**src/rtl/uart_irq_pkg.sv**
```systemverilog
// Shared codes and enable-bit positions for the interrupt identifier.
// Assumes a 4-bit low-nibble identification code as read by software.
package uart_irq_pkg;

    typedef enum logic [3:0] {
        IC_MODEM = 4'h0,
        IC_NONE  = 4'h1,
        IC_THR   = 4'h2,
        IC_RXD   = 4'h4,
        IC_LINE  = 4'h6,
        IC_TMO   = 4'hC
    } irq_code_e;

    localparam int EN_RX    = 0;
    localparam int EN_THR   = 1;
    localparam int EN_LINE  = 2;
    localparam int EN_MODEM = 3;

    localparam int NUM_SRC  = 5;

    // Code for a source index, index 0 being the most urgent.
    function automatic irq_code_e src_code(input int idx);
        case (idx)
            0:       return IC_LINE;
            1:       return IC_TMO;
            2:       return IC_RXD;
            3:       return IC_THR;
            default: return IC_MODEM;
        endcase
    endfunction

endpackage

```
**src/rtl/uart_irq_req.sv**
```systemverilog
// Builds one request bit per interrupt source from enables and status.
// Index 0 is the most urgent source. Purely combinational; it assumes the
// transmitter-empty pending flag comes in already registered.
module uart_irq_req
    import uart_irq_pkg::*;
#(
    parameter int CNT_W = 5
) (
    input  logic [3:0]         ier,
    input  logic [3:0]         lsr_err,
    input  logic               data_ready,
    input  logic               fifo_en,
    input  logic [CNT_W-1:0]   rx_count,
    input  logic [CNT_W-1:0]   rx_trig,
    input  logic               rx_timeout,
    input  logic               thr_pend,
    input  logic [3:0]         msr_delta,
    output logic [NUM_SRC-1:0] req
);

    logic rx_level_ok;

    // Received data qualifies on the trigger level only when FIFOs are on.
    always_comb rx_level_ok = !fifo_en || (rx_count >= rx_trig);

    // One request per source, gated by its enable bit.
    always_comb begin
        req[0] = ier[EN_LINE]  && (|lsr_err);
        req[1] = ier[EN_RX]    && rx_timeout;
        req[2] = ier[EN_RX]    && data_ready && rx_level_ok;
        req[3] = ier[EN_THR]   && thr_pend;
        req[4] = ier[EN_MODEM] && (|msr_delta);
    end

endmodule

```
**src/rtl/uart_irq_prio.sv**
```systemverilog
// Fixed-priority encoder: the lowest set request index wins and gives
// its identification code. With no request set, the code is "none".
module uart_irq_prio
    import uart_irq_pkg::*;
(
    input  logic [NUM_SRC-1:0] req,
    output irq_code_e          code
);

    // Walk from least to most urgent so that the most urgent source wins.
    always_comb begin
        code = IC_NONE;
        for (int i = NUM_SRC - 1; i >= 0; i--) begin
            if (req[i]) code = src_code(i);
        end
    end

endmodule

```
**src/rtl/uart_irq_thre_flag.sv**
```systemverilog
// Holds the transmitter-empty pending flag. Events that apply in the
// same cycle take effect in this order, the later one winning: enable
// rise (when empty), enable fall, empty pulse, identification read
// reporting tx-empty, holding write.
module uart_irq_thre_flag (
    input  logic clk,
    input  logic rst_n,
    input  logic thr_en,
    input  logic thr_empty,
    input  logic thr_empty_set,
    input  logic thr_write,
    input  logic rd_clear,
    output logic pend
);

    logic en_q;

    // Remember the previous enable value to find its edges.
    always_ff @(posedge clk) begin
        if (!rst_n) en_q <= 1'b0;
        else        en_q <= thr_en;
    end

    // Update the pending flag from the ordered event list.
    always_ff @(posedge clk) begin
        if (!rst_n) begin
            pend <= 1'b0;
        end else begin
            logic nxt;
            nxt = pend;
            if (thr_en && !en_q && thr_empty) nxt = 1'b1;
            if (!thr_en && en_q)              nxt = 1'b0;
            if (thr_empty_set)                nxt = 1'b1;
            if (rd_clear)                     nxt = 1'b0;
            if (thr_write)                    nxt = 1'b0;
            pend <= nxt;
        end
    end

endmodule

```
**src/rtl/uart_irq_ident.sv**
```systemverilog
// Top of the interrupt identifier. It registers the winning code and the
// FIFO-enable nibble every clock, so irq comes straight from a flop.
// Assumes all inputs are synchronous to clk and that the strobes are
// single-cycle pulses.
module uart_irq_ident
    import uart_irq_pkg::*;
#(
    parameter int CNT_W = 5
) (
    input  logic             clk,
    input  logic             rst_n,
    input  logic [3:0]       ier,
    input  logic [3:0]       lsr_err,
    input  logic             data_ready,
    input  logic             fifo_en,
    input  logic [CNT_W-1:0] rx_count,
    input  logic [CNT_W-1:0] rx_trig,
    input  logic             rx_timeout,
    input  logic             thr_empty,
    input  logic             thr_empty_set,
    input  logic             thr_write,
    input  logic [3:0]       msr_delta,
    input  logic             iir_rd,
    output logic [7:0]       iir_out,
    output logic             irq
);

    localparam logic [3:0] FIFO_NIB = 4'hC;

    logic [NUM_SRC-1:0] req;
    irq_code_e          code_d;
    irq_code_e          code_q;
    logic               fifo_q;
    logic               thr_pend;
    logic               rd_clear;

    // A read clears the tx-empty flag only if it sees that code.
    always_comb rd_clear = iir_rd && (code_q == IC_THR);

    uart_irq_thre_flag u_thre (
        .clk           (clk),
        .rst_n         (rst_n),
        .thr_en        (ier[EN_THR]),
        .thr_empty     (thr_empty),
        .thr_empty_set (thr_empty_set),
        .thr_write     (thr_write),
        .rd_clear      (rd_clear),
        .pend          (thr_pend)
    );

    uart_irq_req #(.CNT_W(CNT_W)) u_req (
        .ier        (ier),
        .lsr_err    (lsr_err),
        .data_ready (data_ready),
        .fifo_en    (fifo_en),
        .rx_count   (rx_count),
        .rx_trig    (rx_trig),
        .rx_timeout (rx_timeout),
        .thr_pend   (thr_pend),
        .msr_delta  (msr_delta),
        .req        (req)
    );

    uart_irq_prio u_prio (
        .req  (req),
        .code (code_d)
    );

    // Register the code and the FIFO indication every cycle.
    always_ff @(posedge clk) begin
        if (!rst_n) begin
            code_q <= IC_NONE;
            fifo_q <= 1'b0;
        end else begin
            code_q <= code_d;
            fifo_q <= fifo_en;
        end
    end

    // Assemble the identification byte and the request line from flops.
    always_comb begin
        iir_out = {(fifo_q ? FIFO_NIB : 4'h0), code_q};
        irq     = (code_q != IC_NONE);
    end

endmodule

```
**config.mk**
```make
export PLATFORM = sky130hd
export DESIGN_NAME = uart_irq_ident
export DESIGN_NICKNAME = d
export VERILOG_FILES = /design/src/rtl/uart_irq_pkg.sv /design/src/rtl/uart_irq_req.sv /design/src/rtl/uart_irq_prio.sv /design/src/rtl/uart_irq_thre_flag.sv /design/src/rtl/uart_irq_ident.sv
export SDC_FILE = /design/constraint.sdc
export NUM_CORES = 1
export LEC_CHECK = 0
export BUFFER_PORTS_ARGS = -buffer_cell sky130_fd_sc_hd__buf_2
export CAP_MARGIN = 20
export CORE_MARGIN = 5
export CORE_UTILIZATION = 33
export CTS_CLUSTER_DIAMETER = 40
export DETAILED_ROUTE_END_ITERATION = 8
export PLACE_DENSITY = 0.76
export SYNTH_ARGS = -nofsm -noshare
export SYNTH_HDL_FRONTEND = slang
export SYNTH_SLANG_ARGS = --single-unit
```
**constraint.sdc**
```tcl
create_clock -name clk -period 3.05 [get_ports clk]
set_input_delay 0.1525 -clock clk [delete_from_list [all_inputs] [get_ports clk]]
set_output_delay 0.1525 -clock clk [all_outputs]
set_load 0.05 [all_outputs]
```
==> reports/results.txt <==
Final Cycle Share = 51.95%
number of synthesized flops with an enable pin = 0
antenna violations before repair = 0
number of global-route vias before repair = 468
Seq cells post-synth = 7
share of the synthesized area in the top cell type = 30.85%
area leader, netlist = dfxtp_1
Worst Hold Class = in2reg
design area = 658.1 um2
Distinct cells, synth = 25
Root Buffer Master = clkbuf_4
CP required = 2.90 ns
Ant. Diodes = 0
die width = 47.10 um
antenna violation net count after detailed routing = 0
CP max FO = 3
Arrival @ worst endpoint = 1.43 ns
clock tree buffer depth = 2
Skew-Pair Late Insertion Delay = 0.24 ns
area delta synth->final = 44.90%
CTS tree = done
number of port buffers = 37
I/O pin cnt = 40
RSZ-0062 raised after global routing = false
Avg Cell Area, Syn = 8.734 um2
Max Cap Viol = 0
CTS clk-pin slew, worst paths = 0.05 ns
postcts setup bufs = 0
routed len/inst = 10.37 um
count leader, synth = inv_1
synth cell count leaders = inv_1 (9), dfxtp_1 (7), nand2_1 (6)
fraction of final layout cells with drive strength greater than 1 = 50.00%
Post-CTS Hold Fix Bufs = 0
Async SR Flop Fraction = 0%
fmax = 631.1 MHz
via density per instance = 4.619
vias = 485
total track usage = 10.96%
status = finished, final reports clean
final wirelength = 1089 um
Starting Density = 34.90%
Setup Viol. Count Final = 0
chip height = 47.10 um
core area = 1301 um2
Synth area leaders = dfxtp_1 (31%), ha_1 (14%), inv_1 (7.4%), buf_4 (6.6%), nand2_1 (5.0%)
FP Rows = 13
WS Path Type = reg2out
CTS resizes = 0
type of origin of the critical path = flop
RePlAce Congestion = 0.5940
Worst VDD drop = 0.0001617 V
min cycle time layout = 1.584 ns
sequential element share of the synthesized area = 30.85%
clock sink count = 7
largest net degree at the start of global routing = 6
area of the mapped netlist = 454.2 um2
DR pass1 iterations = 1
Leak = 0.3685 nW
Filler Cells Inserted = 136
Final #Nets = 127
clk_skew = 0.003405 ns
H-tree depth = 1
final setup TNS = 0 ns
first-pass GRT wire length = 1759 um
dpl cell area = 631.9 um2
Starting DRT DRC Count = 0
Die Footprint = 2218 um2
critical path endpoint category = output pin
Gate Count Post-Synth = 52
Synth Flop Type = dfxtp_1
total CTS buffers = 3
Final Hold Fails = 0
total grt overflow = 0
Detail Placement HPWL = 993.3 um
Slew Limit Fails = 0
DRC = 0
PwrDens = 401.5 nW/um2
YS warnings = 0
-- routing by layer --
| metal | vias to the layer above | track usage [%] | part of all wire [%] | wire [um] |
|---|---|---|---|---|
| li1 | 252 | - | - | - |
| met1 | 204 | 12.61 | 39 | 428 |
| met2 | 27 | 18.70 | 47 | 510 |
| met3 | 2 | 0.7663 | 12 | 134 |
| met4 | 0 | 8.287 | 1.5 | 16 |
| met5 | - | 0 | 0 | 0 |
-- logic make-up after synthesis --
group,count (synthesis),synth area share (%)
buffers and inverters,13,14.05
flip-flops,7,30.85
AO/OA/AOI/OAI,11,22.87
AND/OR/NAND/NOR,15,17.63
adder cells (fa/ha/maj),5,13.77
other,1,0.8257
-- layout by cell type (no fill, tap or decap) --
master    synthesis  final
ha_1              5      5
o21ai_0           2      2
dfxtp_1           7      7
a31oi_2           1      1
o31ai_2           1      1
a21o_1            1      1
conb_1            1      2
nand4_1           1      1
nor4_1            1      1
inv_1             9      9
nand2_1           6      6
a211oi_1          1      1
buf_2             0     37
nor4b_1           1      1
nor3_1            1      1
o41ai_2           1      1
nor2_1            1      1
o21a_1            1      1
o221ai_2          1      1
or4b_2            1      1
clkbuf_1          0      1
clkbuf_4          0      3
o41ai_1           1      1
nand3_1           1      1
and2_1            1      1
a31oi_1           1      1
nand2b_1          1      1
-- path summary, 6_finish.rpt --
kind                                    end   startpoint  slack [ns]  depth (start not counted)
worst max-delay path                    irq    code_q[1]        1.47                          2
worst min-delay path            u_thre.pend    thr_write        0.07                          2
worst max register to register  u_thre.pend    code_q[0]        2.21                          2
worst min register to register    code_q[1]  u_thre.pend        0.51                          2
-- state kept, by name, summed over array words and instances (netlist names) --
register / flops
u_thre.en_q: 1
u_thre.pend: 1
code_q: 4
fifo_q: 1
-- worst max-delay path: stages, from the launching register on --
cell and delay (ns):
dfxtp_1 0.31, or4b_2 0.65, buf_2 0.23
-- stage by stage --
step / setup WS [ns] / utilization [%] / hold slack, ns / power [W] / std cells
2_1_floorplan: 1.454 / - / 0.2287 / 0.0001587 / 53
3_3_place_gp: 1.714 / 48.56 / 0.3248 / 0.0001835 / 101
3_5_place_dp: 1.672 / 48.56 / 0.3262 / 0.0001862 / 101
4_1_cts: 1.460 / 50.58 / 0.06871 / 0.0002663 / 105
5_1_grt: 1.414 / 50.58 / 0.07787 / 0.0002812 / 105
6_report: 1.466 / 50.58 / 0.07085 / 0.0002642 / 105
-- where the power goes --
part	switching (W)	internal, W	total (W)
Combinational	0.0000513	0.0000321	0.0000834
Sequential	0.00000299	0.0000974	0.000100
Clock	0.0000308	0.0000497	0.0000805
-- final cells by class --
cell class,instances,area (um2),area share (%)
Inverter,9,33.78,5.133
Clock buffer,4,26.28,3.992
Timing Repair Buffer,37,185.2,28.14
Tap cell,15,18.77,2.852
Sequential cell,7,140.1,21.29
Multi-Input combinational cell,33,254.0,38.59
Power figures use the tool's default switching activity.
